File: config.mk
export PLATFORM = sky130hd
export DESIGN_NAME = ppcfg_sequencer
export DESIGN_NICKNAME = d
export VERILOG_FILES = /design/src/rtl/ppcfg_pkg.sv /design/src/rtl/ppcfg_sync2.sv /design/src/rtl/ppcfg_wait_timer.sv /design/src/rtl/ppcfg_sequencer.sv
export SDC_FILE = /design/constraint.sdc
export NUM_CORES = 1
export LEC_CHECK = 0
export BUFFER_PORTS_ARGS = -buffer_cell sky130_fd_sc_hd__buf_4
export CAP_MARGIN = 20
export CORE_MARGIN = 5
export CORE_UTILIZATION = 54
export DETAILED_ROUTE_END_ITERATION = 8
export PLACE_DENSITY = 0.76
export SETUP_SLACK_MARGIN = 0.4
export SLEW_MARGIN = 20
export SYNTH_ARGS = -nofsm -noshare
export SYNTH_HDL_FRONTEND = slang
export SYNTH_SLANG_ARGS = --single-unit
File: constraint.sdc
create_clock -name clk -period 2.65 [get_ports clk]
set_clock_uncertainty 0.2 [all_clocks]
set_input_delay 0.1325 -clock clk [delete_from_list [all_inputs] [get_ports clk]]
set_output_delay 0.1325 -clock clk [all_outputs]
set_load 0.02 [all_outputs]
File: src/rtl/ppcfg_pkg.sv
package ppcfg_pkg;

  typedef enum logic [2:0] {
    ERR_NONE    = 3'd0,
    ERR_MODE    = 3'd1,
    ERR_TIMEOUT = 3'd2,
    ERR_PIN     = 3'd3,
    ERR_NSTAT   = 3'd4
  } err_code_e;

  typedef enum logic [3:0] {
    ST_IDLE,
    ST_PRE_WAIT,
    ST_RELEASE,
    ST_OVR,
    ST_MID_WAIT,
    ST_PULSE_LO,
    ST_PULSE_HI,
    ST_PIN_CHK,
    ST_READY,
    ST_POLL_CD,
    ST_WAIT_UM,
    ST_FINAL,
    ST_DONE,
    ST_FAIL
  } seq_state_e;

  // Registered drive toward the device
  typedef struct packed {
    logic nconfig;
    logic nce;
    logic ovr_cfg_n;
    logic ovr_ncfg_n;
    logic data_en;
    logic ctrl_en;
  } drive_t;

  localparam drive_t DRV_IDLE = '{nconfig: 1'b1, nce: 1'b1, ovr_cfg_n: 1'b1,
                                  ovr_ncfg_n: 1'b1, data_en: 1'b0, ctrl_en: 1'b0};

endpackage

File: src/rtl/ppcfg_sync2.sv
module ppcfg_sync2 #(
  parameter int W = 1
) (
  input  logic         clk,
  input  logic         rst_n,
  input  logic [W-1:0] d,
  output logic [W-1:0] q
);
  logic [W-1:0] meta_q;
  logic [W-1:0] sync_q;

  for (genvar b = 0; b < W; b++) begin : g_bit
    always_ff @(posedge clk or negedge rst_n) begin
      if (!rst_n) begin
        meta_q[b] <= 1'b0;
        sync_q[b] <= 1'b0;
      end else begin
        meta_q[b] <= d[b];
        sync_q[b] <= meta_q[b];
      end
    end
  end

  assign q = sync_q;
endmodule

File: src/rtl/ppcfg_wait_timer.sv
module ppcfg_wait_timer #(
  parameter int CW = 8
) (
  input  logic          clk,
  input  logic          rst_n,
  input  logic          clr,
  input  logic          en,
  input  logic [CW-1:0] limit,
  output logic          expired
);
  logic [CW-1:0] cnt_q;

  always_ff @(posedge clk or negedge rst_n) begin
    if (!rst_n)   cnt_q <= '0;
    else if (clr) cnt_q <= '0;
    else if (en)  cnt_q <= cnt_q + 1'b1;
  end

  assign expired = en && (cnt_q == limit - 1'b1);
endmodule

File: src/rtl/ppcfg_sequencer.sv
module ppcfg_sequencer
  import ppcfg_pkg::*;
#(
  parameter int MSEL_W      = 3,
  parameter int TIMEOUT_CYC = 250000,
  parameter int POLL_LIMIT  = 16777216,
  parameter int DCLK_EXTRA  = 15,
  parameter int DLEN_W      = $clog2(DCLK_EXTRA + 1)
) (
  input  logic              clk,
  input  logic              rst_n,
  input  logic              start_init,
  input  logic              start_finish,
  input  logic [MSEL_W-1:0] msel_i,
  input  logic              nconfig_pin_i,
  input  logic              nstatus_pin_i,
  input  logic              confdone_pin_i,
  input  logic              confdone_oe_i,
  input  logic              usermode_i,
  output logic              nconfig_o,
  output logic              nce_o,
  output logic              ovr_cfg_n_o,
  output logic              ovr_ncfg_n_o,
  output logic              data_en_o,
  output logic              ctrl_en_o,
  output logic              dclk_req_o,
  output logic [DLEN_W-1:0] dclk_len_o,
  output logic              busy_o,
  output logic              init_done_o,
  output logic              cfg_done_o,
  output logic              err_o,
  output logic [2:0]        err_code_o
);

  localparam int LIM_MAX = (TIMEOUT_CYC > POLL_LIMIT) ? TIMEOUT_CYC : POLL_LIMIT;
  localparam int CW      = $clog2(LIM_MAX + 1);
  localparam int SW      = MSEL_W + 5;
  localparam logic [MSEL_W-1:0] MSEL_OK = MSEL_W'(1);

  // Synchronized pin view
  logic [SW-1:0]     pins_s;
  logic [MSEL_W-1:0] msel_s;
  logic nconfig_s, nstatus_s, confdone_s, cdoe_s, usermode_s;

  ppcfg_sync2 #(.W(SW)) u_sync (
    .clk  (clk),
    .rst_n(rst_n),
    .d    ({usermode_i, confdone_oe_i, confdone_pin_i, nstatus_pin_i, nconfig_pin_i, msel_i}),
    .q    (pins_s)
  );

  assign {usermode_s, cdoe_s, confdone_s, nstatus_s, nconfig_s, msel_s} = pins_s;

  // State and registered outputs
  seq_state_e state_q, state_d;
  drive_t     drv_q, drv_d;
  err_code_e  code_q, code_d;
  logic       err_q, err_d;
  logic       ini_q, ini_d;
  logic       cfg_q, cfg_d;
  logic       dclk_q, dclk_d;

  logic          tmr_en;
  logic          tmr_exp;
  logic [CW-1:0] tmr_lim;
  logic          idle_like;
  logic          start_go;

  assign idle_like = (state_q == ST_IDLE) || (state_q == ST_READY) ||
                     (state_q == ST_DONE) || (state_q == ST_FAIL);
  assign start_go  = start_init && idle_like;

  ppcfg_wait_timer #(.CW(CW)) u_timer (
    .clk    (clk),
    .rst_n  (rst_n),
    .clr    (state_d != state_q),
    .en     (tmr_en),
    .limit  (tmr_lim),
    .expired(tmr_exp)
  );

  // Next-state process
  always_comb begin
    state_d = state_q;
    drv_d   = drv_q;
    code_d  = code_q;
    err_d   = err_q;
    ini_d   = ini_q;
    cfg_d   = cfg_q;
    dclk_d  = 1'b0;
    tmr_en  = 1'b0;
    tmr_lim = CW'(TIMEOUT_CYC);

    if (start_go) begin
      drv_d  = DRV_IDLE;
      err_d  = 1'b0;
      code_d = ERR_NONE;
      ini_d  = 1'b0;
      cfg_d  = 1'b0;
      if ((msel_s & ~MSEL_OK) != '0) begin
        state_d = ST_FAIL;
        err_d   = 1'b1;
        code_d  = ERR_MODE;
      end else begin
        state_d = ST_PRE_WAIT;
      end
    end else begin
      unique case (state_q)
        ST_READY: begin
          if (start_finish) begin
            ini_d   = 1'b0;
            state_d = ST_POLL_CD;
          end
        end
        ST_PRE_WAIT, ST_MID_WAIT: begin
          tmr_en = 1'b1;
          if (nconfig_s && nstatus_s) begin
            if (state_q == ST_PRE_WAIT) begin
              state_d = ST_RELEASE;
            end else begin
              drv_d.nconfig = 1'b0;
              state_d       = ST_PULSE_LO;
            end
          end else if (tmr_exp) begin
            state_d = ST_FAIL;
            err_d   = 1'b1;
            code_d  = ERR_TIMEOUT;
          end
        end
        ST_RELEASE: begin
          drv_d.nce     = 1'b1;
          drv_d.nconfig = 1'b1;
          drv_d.data_en = 1'b0;
          drv_d.ctrl_en = 1'b0;
          state_d       = ST_OVR;
        end
        ST_OVR: begin
          drv_d.ovr_cfg_n  = 1'b0;
          drv_d.ovr_ncfg_n = 1'b0;
          drv_d.nce        = 1'b0;
          state_d          = ST_MID_WAIT;
        end
        ST_PULSE_LO: begin
          tmr_en = 1'b1;
          if (!nstatus_s) begin
            drv_d.nconfig = 1'b1;
            state_d       = ST_PULSE_HI;
          end else if (tmr_exp) begin
            state_d = ST_FAIL;
            err_d   = 1'b1;
            code_d  = ERR_TIMEOUT;
          end
        end
        ST_PULSE_HI: begin
          tmr_en = 1'b1;
          if (nstatus_s) begin
            state_d = ST_PIN_CHK;
          end else if (tmr_exp) begin
            state_d = ST_FAIL;
            err_d   = 1'b1;
            code_d  = ERR_TIMEOUT;
          end
        end
        ST_PIN_CHK: begin
          if (!confdone_s && cdoe_s) begin
            drv_d.data_en = 1'b1;
            drv_d.ctrl_en = 1'b1;
            ini_d         = 1'b1;
            state_d       = ST_READY;
          end else begin
            state_d = ST_FAIL;
            err_d   = 1'b1;
            code_d  = ERR_PIN;
          end
        end
        ST_POLL_CD: begin
          tmr_en  = 1'b1;
          tmr_lim = CW'(POLL_LIMIT);
          if (confdone_s) begin
            dclk_d  = 1'b1;
            state_d = ST_WAIT_UM;
          end else if (!nstatus_s) begin
            state_d = ST_FAIL;
            err_d   = 1'b1;
            code_d  = ERR_NSTAT;
          end else if (tmr_exp) begin
            state_d = ST_FAIL;
            err_d   = 1'b1;
            code_d  = ERR_TIMEOUT;
          end
        end
        ST_WAIT_UM: begin
          tmr_en = 1'b1;
          if (usermode_s) begin
            drv_d.data_en    = 1'b0;
            drv_d.ctrl_en    = 1'b0;
            drv_d.ovr_cfg_n  = 1'b1;
            drv_d.ovr_ncfg_n = 1'b1;
            drv_d.nce        = 1'b1;
            state_d          = ST_FINAL;
          end else if (tmr_exp) begin
            state_d = ST_FAIL;
            err_d   = 1'b1;
            code_d  = ERR_TIMEOUT;
          end
        end
        ST_FINAL: begin
          if (usermode_s && confdone_s && nstatus_s) begin
            cfg_d   = 1'b1;
            state_d = ST_DONE;
          end else begin
            state_d = ST_FAIL;
            err_d   = 1'b1;
            code_d  = ERR_PIN;
          end
        end
        default: ;
      endcase
    end
  end

  // Register process
  always_ff @(posedge clk or negedge rst_n) begin
    if (!rst_n) begin
      state_q <= ST_IDLE;
      drv_q   <= DRV_IDLE;
      code_q  <= ERR_NONE;
      err_q   <= 1'b0;
      ini_q   <= 1'b0;
      cfg_q   <= 1'b0;
      dclk_q  <= 1'b0;
    end else begin
      state_q <= state_d;
      drv_q   <= drv_d;
      code_q  <= code_d;
      err_q   <= err_d;
      ini_q   <= ini_d;
      cfg_q   <= cfg_d;
      dclk_q  <= dclk_d;
    end
  end

  assign nconfig_o    = drv_q.nconfig;
  assign nce_o        = drv_q.nce;
  assign ovr_cfg_n_o  = drv_q.ovr_cfg_n;
  assign ovr_ncfg_n_o = drv_q.ovr_ncfg_n;
  assign data_en_o    = drv_q.data_en;
  assign ctrl_en_o    = drv_q.ctrl_en;
  assign dclk_req_o   = dclk_q;
  assign dclk_len_o   = DLEN_W'(DCLK_EXTRA);
  assign busy_o       = !idle_like;
  assign init_done_o  = ini_q;
  assign cfg_done_o   = cfg_q;
  assign err_o        = err_q;
  assign err_code_o   = code_q;

endmodule

After elaboration in Yosys (flattened, before gate mapping)
Index checks and enable logic that the tools add are counted.
{"block": "totals", "reg_bits": 56, "input_bits": 12, "output_inout_bits": 18, "elab_cells": 152}
{"block": "op_classes", "n_addsub": 2, "eq_ne": 28, "mux": 64, "n_reduce_logical": 31}
{"operator": "25-bit two-way mux", "n": 4}
{"operator": "4-bit two-way mux", "n": 10}
{"operator": "4-bit case mux with 10 select lines", "n": 1}
{"operator": "3-bit two-way mux", "n": 12}
{"operator": "3-bit != test, second input constant", "n": 11}
{"operator": "1-bit two-way mux", "n": 27}
{"operator": "25-bit by 1-bit adder with 25-bit output, second input constant", "n": 1}
{"operator": "25-bit == test", "n": 1}
{"operator": "25-bit by 1-bit subtractor with 25-bit output, second input constant", "n": 1}
{"operator": "4-bit == test, second input constant", "n": 6}
{"operator": "3-bit case mux with 7 select lines", "n": 1}
{"operator": "4-bit by 3-bit == test with 1-bit output, second input constant", "n": 4}
{"operator": "4-bit nonzero test", "n": 3}
{"operator": "3-bit nonzero test", "n": 3}
{"operator": "4-bit by 2-bit == test with 1-bit output, second input constant", "n": 2}
{"operator": "8-bit AND reduction", "n": 1}
{"operator": "8-bit nonzero test", "n": 1}
{"operator": "1-bit case mux with 7 select lines", "n": 1}
{"operator": "1-bit logical AND", "n": 6}
{"operator": "6-bit two-way mux", "n": 1}
{"operator": "3-bit by 2-bit != test with 1-bit output, second input constant", "n": 2}
{"operator": "1-bit case mux with 3 select lines", "n": 2}
{"operator": "2-bit case mux with 3 select lines", "n": 1}
{"operator": "2-bit AND reduction", "n": 3}
{"operator": "14 further kinds", "n": 20}

Depth between registers and ports, before layout
Gate-level depths: netlist of run 1.
{"block": "depth", "ltp_word": 16, "ltp_mapped": 10, "depth_no_buf": 6}

Hierarchy
From an unflattened synthesis of run 1, not the netlist that was laid out.
{"block": "unflattened", "cells_unflattened": 442, "area_unflattened_um2": 3963.8}
{"mod": "ppcfg_wait_timer", "instances": 1, "cells_each": 247, "area_per_inst_um2": 2088.3, "seq_area_each_um2": 625.6}
{"mod": "ppcfg_sequencer", "instances": 1, "cells_each": 179, "area_per_inst_um2": 1475.2, "seq_area_each_um2": 379.1}
{"mod": "ppcfg_sync2", "instances": 1, "cells_each": 16, "area_per_inst_um2": 400.4, "seq_area_each_um2": 400.4}

Worst setup path after synthesis of run 1
OpenSTA, ideal clock, no wires.
{"block": "synth_path", "path_type": "register to register", "startpoint": "register state_q[1]", "endpoint": "register u_timer.cnt_q[18]", "setup_ns": 0.120, "t_arrival_ns": 2.220, "t_required_ns": 2.330, "path_slack_ns": 0.110, "path_stages_with_launch": 9, "path_buffers": 2, "period_less_slack_ns": 2.540, "cell_sequence": "dfrtp_1 -> buf_6 -> or2_2 -> o2111a_1 -> or3b_4 -> or4_4 -> o2111ai_4 -> buf_6 -> nor3_1"}
{"block": "synth_via", "elab_chain_len": 16, "elab_cells_between_ends": 41, "cone_classes": "1 x add/sub; 15 x eq/ne; 16 x mux; 9 x reduce/logical"}
{"element": "start: declaration", "line_no": "ppcfg_sequencer.sv:55", "text": "seq_state_e state_q, state_d;"}
{"element": "start signal: assignment", "line_no": "ppcfg_sequencer.sv:233", "text": "state_q <= state_d;"}
{"element": "4-bit == test or 4-bit logical NOT (tied branches)", "line_no": "ppcfg_sequencer.sv:69, ppcfg_sequencer.sv:108"}
{"element": "1-bit logical OR (2 in series)", "line_no": "ppcfg_sequencer.sv:69", "text": "assign idle_like = (state_q == ST_IDLE) || (state_q == ST_READY) ||"}
{"element": "1-bit logical OR", "line_no": "ppcfg_sequencer.sv:70", "text": "(state_q == ST_DONE) || (state_q == ST_FAIL);"}
{"element": "1-bit logical AND", "line_no": "ppcfg_sequencer.sv:71", "text": "assign start_go = start_init && idle_like;"}
{"element": "25-bit two-way mux", "line_no": "ppcfg_sequencer.sv:94", "text": "if (start_go) begin"}
{"element": "25-bit by 1-bit subtractor with 25-bit output", "line_no": "ppcfg_wait_timer.sv:19", "text": "assign expired = en && (cnt_q == limit - 1'b1);"}
{"element": "25-bit == test", "line_no": "ppcfg_wait_timer.sv:19"}
{"element": "1-bit logical AND", "line_no": "ppcfg_wait_timer.sv:19"}
{"element": "4-bit two-way mux"}
{"element": "4-bit two-way mux", "line_no": "ppcfg_sequencer.sv:182", "text": "end else if (!nstatus_s) begin"}
{"element": "4-bit two-way mux", "line_no": "ppcfg_sequencer.sv:179", "text": "if (confdone_s) begin"}
{"element": "4-bit case mux with 10 select lines", "line_no": "ppcfg_sequencer.sv:108", "text": "unique case (state_q)"}
{"element": "4-bit two-way mux", "line_no": "ppcfg_sequencer.sv:94"}
{"element": "4-bit != test", "line_no": "ppcfg_sequencer.sv:76", "text": ".clr (state_d != state_q),"}
{"element": "25-bit two-way mux or 2-bit nonzero test (tied branches)"}
{"element": "end signal: assignment", "line_no": "ppcfg_wait_timer.sv:16", "text": "else if (en) cnt_q <= cnt_q + 1'b1;"}
{"element": "end: declaration", "line_no": "ppcfg_wait_timer.sv:11", "text": "logic [CW-1:0] cnt_q;"}
Parallel ways exist; a longest one is shown, timed or not.
A chain may end at the register's enable or synchronous reset.

Worst setup path in the final report of run 1
{"block": "layout_path", "startpoint": "register state_q[3]", "endpoint": "register u_timer.cnt_q[2]"}
Same word-level chain as after synthesis.

==> flow_metrics.env, run 1 <==
export IMPL_status="complete, but fails checks"
export IMPL_violations="negative setup slack"
export IMPL_multi_input_area_um2=2255
export IMPL_setup_tns_ns=-0.3173
export IMPL_cts_path_max_buffers=2
export IMPL_synthFlopType="dfrtp_1"
export IMPL_io_pins=30
export IMPL_cts_tree="built"
export IMPL_vdd_drop_max_v=0.0008595
export IMPL_h_tree_depth=2
export IMPL_grt_overflow=0
export IMPL_drive_gt1_frac=0.4352
export IMPL_reg2reg_to="u_timer.cnt_q[2]"
export IMPL_drt_iter0_drc=358
export IMPL_hold_depth=4
export IMPL_fin_cells=530
export IMPL_cts_buffers=5
export IMPL_post_route_util=0.8424
export IMPL_r2r_setup_slack_ns=-0.03
export IMPL_hold_path_class="in -> reg"
export IMPL_worst_pin_slew_ns=0.6868
export IMPL_wirelength_mm=11.82
export IMPL_p_leak_uw=0.002123
export IMPL_post_synth_num_cell_types=71
export IMPL_fillCellCount=273
export IMPL_worst_endpoint_required_ns=2.67
export IMPL_cp_num_buf_inv=3
export IMPL_fin_crit_ns=2.680
export IMPL_drv_slew=0
export IMPL_yosys_warnings=0
export IMPL_first_global_vias=3242
export IMPL_worstHoldStart="start_init"
export IMPL_synth_compound_area_frac=0.1652
export IMPL_critPathMaxFanout=6
export IMPL_start_kind="flip-flop"
export IMPL_cellPowerDensity_nw_per_um2=1127
export IMPL_critPathSlowestCell="or4_4"
export IMPL_crit_family="simple AND/OR/NAND/NOR gates"
export IMPL_core_area_um2=5921
export IMPL_dp_cells=483
export IMPL_vias=3487
export IMPL_wire_per_inst_um=22.30
export IMPL_clk_pin_slew_worst_paths_ns=0.12
export IMPL_crit_arrival_ns=2.70
export IMPL_p_total_uw=5622
export IMPL_synth_xor_area_frac=0.06631
export IMPL_dpl_worst_slack_ns=-0.04121
export IMPL_vias_per_cell=6.579
export IMPL_syn_inst=360
export IMPL_dieArea_um2=7778
export IMPL_worstSetupPathType="reg -> reg"
export IMPL_dr_pass1_iters=5
export IMPL_grt_util_all_layers=0.2704
export IMPL_portBuffers=24
export IMPL_reg2reg_from="state_q[3]"
export IMPL_synthArstFlopShare=1.000
export IMPL_synthAdderAreaFrac=0.003789
export IMPL_root_buffer="clkbuf_8"
export IMPL_gp_congestion=0.9807
export IMPL_rsz0062_at_grt="true"
export IMPL_place_hpwl_mm=5.908
export IMPL_synth_edf_count=0
export IMPL_slew_headroom=0.5421
export IMPL_end_kind="flip-flop"
export IMPL_synth_simple_area_share=0.2785
export IMPL_drc_errors=0
export IMPL_syn_avg_cell_area_um2=9.172
export IMPL_antennaDiodeCount=0
export IMPL_grt_pass1_wl_mm=16.10
export IMPL_synthMuxAreaShare=0.009473
export IMPL_drtAntennaViolNets=0
export IMPL_yosysSeqAreaShare=0.4104
export IMPL_start_util=0.5577
export IMPL_slowest_delay_ns=0.46
export IMPL_grt_max_degree=55
export IMPL_cts_sink_count=54
export IMPL_synth_area_um2=3302
export IMPL_maxCapViolCount=0
export IMPL_cp_cell_sequence="buf_6 > and4b_1 > a32oi_2 > or3b_4 > or4_4 > o2111ai_4 > buf_12 > buf_12 > nor3_2"
export IMPL_fmax_mhz=373.1
export IMPL_fin_ws_ns=-0.03001
export IMPL_register_area_um2=1360
export IMPL_die_w_um=88.20
export IMPL_antenna_found_initial=0
export IMPL_num_rows=28
export IMPL_insertion_delay_ns=0.34
export IMPL_reg2reg_depth=9
export IMPL_crit_top_cell="buf_12"
export IMPL_finalSetupViolations=18
export IMPL_hold_end="ovr_cfg_n_o"
export IMPL_nets=467
export IMPL_synth_seq_cells=54
export IMPL_synth_top_family_by_area="simple AND/OR/NAND/NOR gates"
export IMPL_fin_crit_sh=1.011
export IMPL_finalHoldViolCount=0
export IMPL_syn2layout_area_growth_pct=51.04
export IMPL_die_h_um=88.20
==> cell usage in the layout, fill, tap and decap left out, types with 5 or more instances in the layout <==
cell type | Yosys | routed
a21oi_1 | 10 | 7
and3b_1 | 5 | 5
buf_12 | 0 | 8
buf_4 | 8 | 75
buf_6 | 5 | 15
clkbuf_8 | 0 | 5
dfrtp_1 | 51 | 47
dlygate4sd3_1 | 0 | 9
inv_1 | 6 | 6
nand2_1 | 34 | 34
nand2b_1 | 9 | 8
nand3_1 | 11 | 10
nand4_1 | 6 | 6
nor2_1 | 27 | 25
nor2b_1 | 8 | 6
nor3_1 | 32 | 7
nor3_2 | 1 | 19
nor3_4 | 0 | 7
nor4_1 | 9 | 5
o21ai_0 | 13 | 8
xnor2_1 | 9 | 9
xor2_1 | 16 | 16
==> area by class of cell <==
cell class / instances / share of cell area
well taps: 75 / 0.01882
inverters: 7 / 0.005770
clock inverters: 2 / 0.007526
multi-input cells: 272 / 0.4521
flip-flops and latches: 54 / 0.2727
repair buffers: 114 / 0.2285
clock buffers: 6 / 0.01455
==> sequential cells by signal (all words and copies together) (netlist names) <==
| signal | cells |
|---|---|
| cfg_done_o | 1 |
| u_sync.q | 7 |
| nce_o | 1 |
| u_timer.cnt_q | 25 |
| state_q | 4 |
| err_o | 1 |
| nconfig_o | 1 |
| data_en_o | 1 |
| dclk_req_o | 1 |
| init_done_o | 1 |
| u_sync.meta_q | 7 |
| err_code_o | 3 |
| ovr_cfg_n_o | 1 |
==> metal layers <==
| layer | vias up | wire (um) | GRT usage |
|---|---|---|---|
| met5 | - | 0 | 0 |
| met2 | 263 | 5705 | 0.4480 |
| met1 | 1654 | 4385 | 0.3518 |
| li1 | 1490 | - | - |
| met3 | 80 | 1060 | 0.04516 |
| met4 | 0 | 666 | 0.1099 |
==> per-stage QoR <==
stage,hold WS [ns],instance area [um^2]
2_1_floorplan,-0.3631,3361
3_3_place_gp,0.01198,3854
3_5_place_dp,0.01210,3854
4_1_cts,0.09784,4551
5_1_grt,0.1430,4987
6_report,0.1286,4987
==> tightest hold or removal path, cell delays in order <==
cell     delay, ns
buf_4         0.14
nor2b_1       0.16
a21oi_1       0.14
o21ai_0       0.09
==> worst max path at each step <==
stage / from / to / slack (ns) / cells past startpoint
3_5_place_dp: state_q[3] / u_timer.cnt_q[5] / -0.04 / 9
4_1_cts: state_q[2] / u_timer.cnt_q[15] / 0.05 / 8
3_3_place_gp: state_q[1] / err_code_o[2] / 0.05 / 8
6_report: state_q[3] / u_timer.cnt_q[2] / -0.03 / 9
2_1_floorplan: state_q[2] / u_timer.cnt_q[18] / 0.26 / 8
5_1_grt: state_q[3] / u_timer.cnt_q[10] / -0.09 / 10
==> logic make-up after synthesis <==
group | after synthesis
mux | 3
xor+xnor | 25
other cells | 1
simple gates | 169
flops | 54
buf+inv | 37
compound gates | 70
fa+ha+maj | 1
==> cell usage after synthesis, drive strengths merged (9+ instances only) <==
library cell / n / area (um^2)
clkbuf: 9 / 33.78
o21ai: 15 / 78.82
nand3: 11 / 55.05
nand2b: 9 / 56.30
buf: 21 / 155.1
nand2: 34 / 127.6
a21oi: 10 / 50.05
dfrtp: 51 / 1276
nor2: 27 / 101.4
xnor2: 9 / 78.83
xor2: 16 / 140.1
nor3: 33 / 170.2
nor4: 9 / 56.30
==> where the power goes <==
group	leakage [uW]	switching, uW	internal (uW)
combinational	0.00139	1950	2010
clock	0.0000514	305	283
sequential	0.000684	129	952
==> repair_timing <==
action | CTS | global route
endpoints found under the hold margin | 59 | 0
buffers inserted | 15 | 11
hold buffers | 9 | 0
pin swaps | 15 | 18
cloned | 3 | 1
setup endpoints to repair | 35 | 36
gates resized for setup | 55 | 68
(Power assumes the default switching activity.)
==> run 2: changes to the inputs <==
--- a/config.mk
+++ b/config.mk
@@ -5,11 +5,13 @@
 export SDC_FILE = /design/constraint.sdc
 export NUM_CORES = 1
 export LEC_CHECK = 0
-export BUFFER_PORTS_ARGS = -buffer_cell sky130_fd_sc_hd__buf_4
+export ABC_AREA = 1
+export BUFFER_PORTS_ARGS = -buffer_cell sky130_fd_sc_hd__clkbuf_2
 export CAP_MARGIN = 20
 export CORE_MARGIN = 5
 export CORE_UTILIZATION = 54
 export DETAILED_ROUTE_END_ITERATION = 8
+export HOLD_SLACK_MARGIN = 0.12
 export PLACE_DENSITY = 0.76
 export SETUP_SLACK_MARGIN = 0.4
 export SLEW_MARGIN = 20
==> run 2 against run 1 <==
Effect of this change: the flow now finishes without violations; sequential power barely moved; global-route usage fell by 5.0 points; maximum frequency rose by 11%; via count fell by 17%.
==> flow_metrics.env, run 2 <==
export IMPL_status="complete, no violations"
export IMPL_synth_xor_area_frac=0.05997
export IMPL_dieArea_um2=7593
export IMPL_yosys_warnings=0
export IMPL_syn_inst=392
export IMPL_core_area_um2=5851
export IMPL_first_global_vias=2895
export IMPL_reg2reg_from="state_q[2]"
export IMPL_hold_path_class="reg -> reg"
export IMPL_post_route_util=0.6989
export IMPL_synth_top_family_by_area="simple AND/OR/NAND/NOR gates"
export IMPL_syn_avg_cell_area_um2=8.197
export IMPL_hold_end="u_sync.q[4]"
export IMPL_antennaDiodeCount=0
export IMPL_fin_crit_ns=2.418
export IMPL_crit_arrival_ns=2.44
export IMPL_synthFlopType="dfrtp_1"
export IMPL_synth_edf_count=0
export IMPL_cts_path_max_buffers=2
export IMPL_synthAdderAreaFrac=0.003894
export IMPL_nets=466
export IMPL_drt_iter0_drc=158
export IMPL_hold_ws_ns=0.1466
export IMPL_synth_common_cells="73 x nand2_1, 51 x dfrtp_1, 48 x nor2_1"
export IMPL_post_synth_num_cell_types=42
export IMPL_grt_util_all_layers=0.2203
export IMPL_synthArstFlopShare=1.000
export IMPL_worstSetupPathType="reg -> reg"
export IMPL_grt_overflow=0
export IMPL_clk_pin_slew_worst_paths_ns=0.09
export IMPL_fin_ws_ns=0.2319
export IMPL_portBuffers=24
export IMPL_yosysMostFrequentCell="nand2_1"
export IMPL_drive_gt1_frac=0.3260
export IMPL_dpl_worst_slack_ns=0.1094
export IMPL_wirelength_mm=7.960
export IMPL_finalHoldViolCount=0
export IMPL_layout_common_cells="63 x nand2_1, 48 x dfrtp_1, 40 x inv_1"
export IMPL_root_buffer="clkbuf_8"
export IMPL_start_kind="flip-flop"
export IMPL_grt_max_degree=30
export IMPL_yosysSeqAreaShare=0.4217
export IMPL_cp_cell_sequence="inv_4 > nand2_8 > nor2_4 > inv_1 > nor2_4 > buf_4 > nor4_2 > nand3_1 > nand2_1 > nand2_2 > nand2_2 > nand2_4 > buf_12 > nor3_2"
export IMPL_synth_seq_cells=54
export IMPL_wire_per_inst_um=15.05
export IMPL_p_leak_uw=0.001843
export IMPL_critPathSlowestCell="dfrtp_2"
export IMPL_synth_simple_area_share=0.3668
export IMPL_synthTopCellsByArea="dfrtp_1 40%, nand2_1 8.5%, nor3_2 6.2%"
export IMPL_vias=2906
export IMPL_maxCapViolCount=0
export IMPL_place_hpwl_mm=5.569
export IMPL_drc_errors=0
export IMPL_worstHoldStart="u_sync.meta_q[4]"
export IMPL_fmax_mhz=413.5
export IMPL_mostFrequentLayoutCell="nand2_1"
export IMPL_insertion_delay_ns=0.30
export IMPL_reg2reg_to="u_timer.cnt_q[6]"
export IMPL_finalSetupViolations=0
export IMPL_synth_compound_area_frac=0.05023
export IMPL_grt_pass1_wl_mm=13.30
export IMPL_worst_endpoint_required_ns=2.67
export IMPL_regMostFlops="u_timer.cnt_q"
export IMPL_die_h_um=87.14
export IMPL_cts_tree="built"
export IMPL_r2r_setup_slack_ns=0.23
export IMPL_drv_slew=0
export IMPL_worst_pin_slew_ns=0.6688
export IMPL_synthMuxAreaShare=0.003115
export IMPL_die_w_um=87.14
export IMPL_start_util=0.5492
export IMPL_hold_depth=0
export IMPL_fin_crit_sh=0.9125
export IMPL_synth_area_um2=3213
export IMPL_cellPowerDensity_nw_per_um2=1102
export IMPL_dr_pass1_iters=7
export IMPL_drtAntennaViolNets=0
export IMPL_slowest_delay_ns=0.51
export IMPL_cts_buffers=5
export IMPL_synth_largest_area_cell="dfrtp_1"
export IMPL_setup_tns_ns=0
export IMPL_io_pins=30
export IMPL_largest_reg_flops=25
export IMPL_rsz0062_at_grt="true"
export IMPL_slew_headroom=0.5541
export IMPL_vias_per_cell=5.493
export IMPL_fillCellCount=451
export IMPL_syn2layout_area_growth_pct=27.26
export IMPL_critPathMaxFanout=25
export IMPL_reg2reg_depth=14
export IMPL_vdd_drop_max_v=0.0007680
export IMPL_num_rows=28
export IMPL_gp_congestion=0.9592
export IMPL_synth_top_area_frac=0.3972
export IMPL_end_kind="flip-flop"
export IMPL_antenna_found_initial=0
export IMPL_cts_sink_count=54
export IMPL_h_tree_depth=2
## run 2: changes by cell type in the layout (fill, tap and decap cells not counted), sizes merged, moves of 9 or more
cell | previous run | this run
nand2b | 9 | 0
clkbuf | 7 | 33
nor2 | 27 | 52
nand3 | 11 | 32
nand2 | 34 | 82
buf | 103 | 29
inv | 7 | 50
## run 2: kinds of logic (layout without fill, tap and decap cells)
kind of cell	count (synthesis)	count (layout)
xor gates and xnor gates	22	22
AOI/OAI and AO/OA	26	26
muxes	1	1
other	1	4
and+or+nand+nor	224	224
DFF	54	54
adders and majority gates	1	1
buffers and inverters	63	122
## run 2: repair_timing
action                                 4_1_cts  5_1_grt
buffers inserted                            11        8
hold buffers                                 9        0
setup endpoints to repair                   29       30
pin swaps                                    4       16
gates resized for setup                     29       34
endpoints found under the hold margin       61        0
cloned                                       0        2
## run 2: worst max-delay path by stage
stage                      from                 to  slack, ns  depth (start not counted)
3_3_place_gp         state_q[3]  u_timer.cnt_q[23]       0.20                         14
2_1_floorplan        state_q[2]  u_timer.cnt_q[11]       0.49                         17
5_1_grt        u_timer.cnt_q[0]   u_timer.cnt_q[5]       0.04                         16
6_report             state_q[2]   u_timer.cnt_q[6]       0.23                         14
4_1_cts              state_q[2]  u_timer.cnt_q[20]       0.33                         16
3_5_place_dp         state_q[3]  u_timer.cnt_q[21]       0.11                         14
## run 2: area by class of cell
| type | instances | area (um^2) | share of cell area |
|---|---|---|---|
| clock buffers | 7 | 86.33 | 0.02111 |
| clock inverters | 1 | 30.03 | 0.007344 |
| inverters | 50 | 195.2 | 0.04774 |
| multi-input cells | 278 | 1797 | 0.4394 |
| flip-flops and latches | 54 | 1359 | 0.3323 |
| well taps | 75 | 93.84 | 0.02295 |
| repair buffers | 64 | 528.0 | 0.1291 |
## run 2: through the flow
step | std cells | instance area, um^2 | power, uW
floorplan | 395 | 3224 | 2613
global placement | 491 | 3455 | 3136
detailed placement | 491 | 3455 | 3179
CTS | 519 | 3844 | 4004
global route | 529 | 4089 | 4801
finish | 529 | 4089 | 4505
## run 2: power breakdown
| group | internal (uW) | switching, uW |
|---|---|---|
| logic | 1120 | 1740 |
| clock network | 308 | 261 |
| registers | 945 | 131 |
| total | 2370 | 2130 |
## run 2: critical path: cells and delay by family (launching register included)
| family | cells | cell delay, ns |
|---|---|---|
| buffers and inverters | 4 | 0.50 |
| AND/OR/NAND/NOR | 10 | 1.09 |
| flip-flops | 1 | 0.51 |
## run 2: routing by layer
layer	track usage	vias to the layer above	share of wire	wire, um
met1	0.2710	1389	0.39	3106
met2	0.3879	109	0.53	4204
met3	0.03311	18	0.056	447
met4	0.08368	0	0.025	202
met5	0	-	0	0
li1	-	1390	-	-
==> run 3: changes to the inputs <==
--- a/config.mk
+++ b/config.mk
@@ -12,7 +12,7 @@
 export CORE_UTILIZATION = 54
 export DETAILED_ROUTE_END_ITERATION = 8
 export HOLD_SLACK_MARGIN = 0.12
-export PLACE_DENSITY = 0.76
+export PLACE_DENSITY = 0.86
 export SETUP_SLACK_MARGIN = 0.4
 export SLEW_MARGIN = 20
 export SYNTH_ARGS = -nofsm -noshare
==> constraint.sdc (replaced) <==
create_clock -name clk -period 2.65 [get_ports clk]
set_clock_uncertainty 0.2 [all_clocks]
set_input_delay 0.265 -clock clk [delete_from_list [all_inputs] [get_ports clk]]
set_output_delay 0.265 -clock clk [all_outputs]
set_load 0.02 [all_outputs]
==> run 3 against run 2 <==
Effect of this change: cell area grew 4.9%; critical endpoint is now u_timer.cnt_q[15]; count of clock-buffer cells in the layout shrank 1; global-route usage shrank 1.3 points.
==> flow_metrics.env, run 3 (synthesis gave the netlist of run 2 again) <==
export IMPL_worst_pin_slew_ns=0.7949
export IMPL_place_hpwl_mm=5.328
export IMPL_cellPowerDensity_nw_per_um2=1176
export IMPL_io_pins=30
export IMPL_insertion_delay_ns=0.31
export IMPL_grt_max_degree=26
export IMPL_syn2layout_area_growth_pct=33.49
export IMPL_crit_arrival_ns=2.47
export IMPL_wire_per_inst_um=16.60
export IMPL_grt_util_all_layers=0.2073
export IMPL_rsz0062_at_grt="true"
export IMPL_drtAntennaViolNets=0
export IMPL_cp_cell_sequence="nand2_1 > inv_1 > nand3_1 > nor3_2 > nand2_2 > inv_2 > nand3_4 > nand2_1 > nand2_1 > nand3_1 > nand2_2 > nand3_1 > nand3_4 > clkbuf_16 > nor3_4"
export IMPL_post_route_util=0.7331
export IMPL_end_kind="flip-flop"
export IMPL_cts_buffers=5
export IMPL_hold_path_class="reg -> reg"
export IMPL_multi_input_area_um2=1884
export IMPL_num_rows=28
export IMPL_portBuffers=24
export IMPL_drc_errors=0
export IMPL_cp_num_buf_inv=3
export IMPL_worstSetupPathType="reg -> reg"
export IMPL_r2r_setup_slack_ns=0.22
export IMPL_fin_crit_ns=2.432
export IMPL_slew_headroom=0.4645
export IMPL_core_area_um2=5851
export IMPL_fmax_mhz=411.2
export IMPL_finalHoldViolCount=0
export IMPL_mostFrequentLayoutCell="nand2_1"
export IMPL_dieArea_um2=7593
export IMPL_regMostFlops="u_timer.cnt_q"
export IMPL_worst_endpoint_required_ns=2.68
export IMPL_first_global_vias=2851
export IMPL_vias_per_cell=5.712
export IMPL_antennaDiodeCount=0
export IMPL_layout_common_cells="59 x nand2_1, 47 x dfrtp_1, 40 x inv_1"
export IMPL_clk_pin_slew_worst_paths_ns=0.10
export IMPL_critPathMaxFanout=6
export IMPL_fin_crit_sh=0.9177
export IMPL_h_tree_depth=2
export IMPL_drt_iter0_drc=212
export IMPL_die_w_um=87.14
export IMPL_nets=476
export IMPL_cts_path_max_buffers=2
export IMPL_start_util=0.5492
export IMPL_root_buffer="clkbuf_8"
export IMPL_cts_tree="built"
export IMPL_gp_congestion=0.9284
export IMPL_p_leak_uw=0.001941
export IMPL_fillCellCount=418
export IMPL_drive_gt1_frac=0.3578
export IMPL_grt_overflow=0
export IMPL_largest_reg_flops=25
export IMPL_cts_sink_count=54
export IMPL_finalSetupViolations=0
export IMPL_grt_pass1_wl_mm=12.59
export IMPL_setup_tns_ns=0
export IMPL_vdd_drop_max_v=0.0009238
export IMPL_register_area_um2=1360
export IMPL_antenna_found_initial=0
export IMPL_die_h_um=87.14
export IMPL_crit_family="simple AND/OR/NAND/NOR gates"
export IMPL_slowest_delay_ns=0.40
export IMPL_critPathSlowestCell="dfrtp_1"
export IMPL_status="complete, no violations"
export IMPL_maxCapViolCount=0
export IMPL_drv_slew=0
export IMPL_wirelength_mm=8.950
export IMPL_start_kind="flip-flop"
export IMPL_dr_pass1_iters=5
export IMPL_vias=3079
==> run 3: cell count changes in the layout (fill, tap and decap cells not counted), moves of 3 or more <==
cell,change
nor2_4,+3
buf_4,+6
nor3_2,-4
nand2_1,-4
nor3_4,+5
==> run 3: path summary, 6_finish.rpt <==
check                                  startpoint                end  cells after the start
worst min-delay path             u_sync.meta_q[4]        u_sync.q[4]                      0
min in group asynchronous                   rst_n        u_sync.q[5]                      2
worst min register to register   u_sync.meta_q[4]        u_sync.q[4]                      0
worst max register to register  u_timer.cnt_q[15]  u_timer.cnt_q[15]                     15
worst max-delay path            u_timer.cnt_q[15]  u_timer.cnt_q[15]                     15
max in group asynchronous                   rst_n          nconfig_o                      3
==> run 3: what timing repair did <==
action / 4_1_cts / 5_1_grt
endpoints found under the hold margin: 30 / 0
pin swaps: 9 / 21
setup buffers: 12 / 13
cloned: 0 / 5
hold buffers: 9 / 0
gates resized for setup: 40 / 42
endpoints found under the setup margin: 29 / 30
==> run 3: final cells by class <==
cell class	count	share of cell area
timing repair buffer	74	0.1505
multi-input combinational	278	0.4393
clock buffer	6	0.01692
clock inverter	2	0.008751
tap	75	0.02188
sequential	54	0.3171
inverter	50	0.04551
==> run 3: metrics by stage <==
stage / instances / hold slack (ns) / cell area, um^2 / worst slack (ns) / total power [uW]
2_1_floorplan: 395 / -0.2306 / 3224 / 0.4895 / 2613
3_3_place_gp: 492 / 0.08331 / 3450 / 0.1828 / 3110
3_5_place_dp: 492 / 0.09545 / 3450 / 0.09653 / 3151
4_1_cts: 521 / 0.1569 / 3890 / 0.3276 / 4071
5_1_grt: 539 / 0.1597 / 4289 / 0.07566 / 5315
6_report: 539 / 0.1493 / 4289 / 0.2182 / 5043
==> run 3: report_power, final <==
group	switching [uW]	internal [uW]
sequential	124	945
clock	273	282
combinational	2020	1390
==> run 3: layer usage <==
layer | vias up | wire length [um] | GRT usage
met1 | 1486 | 3328 | 0.2421
met3 | 35 | 535 | 0.03311
met5 | - | 0 | 0
met4 | 0 | 360 | 0.1004
li1 | 1416 | - | -
met2 | 142 | 4726 | 0.3678
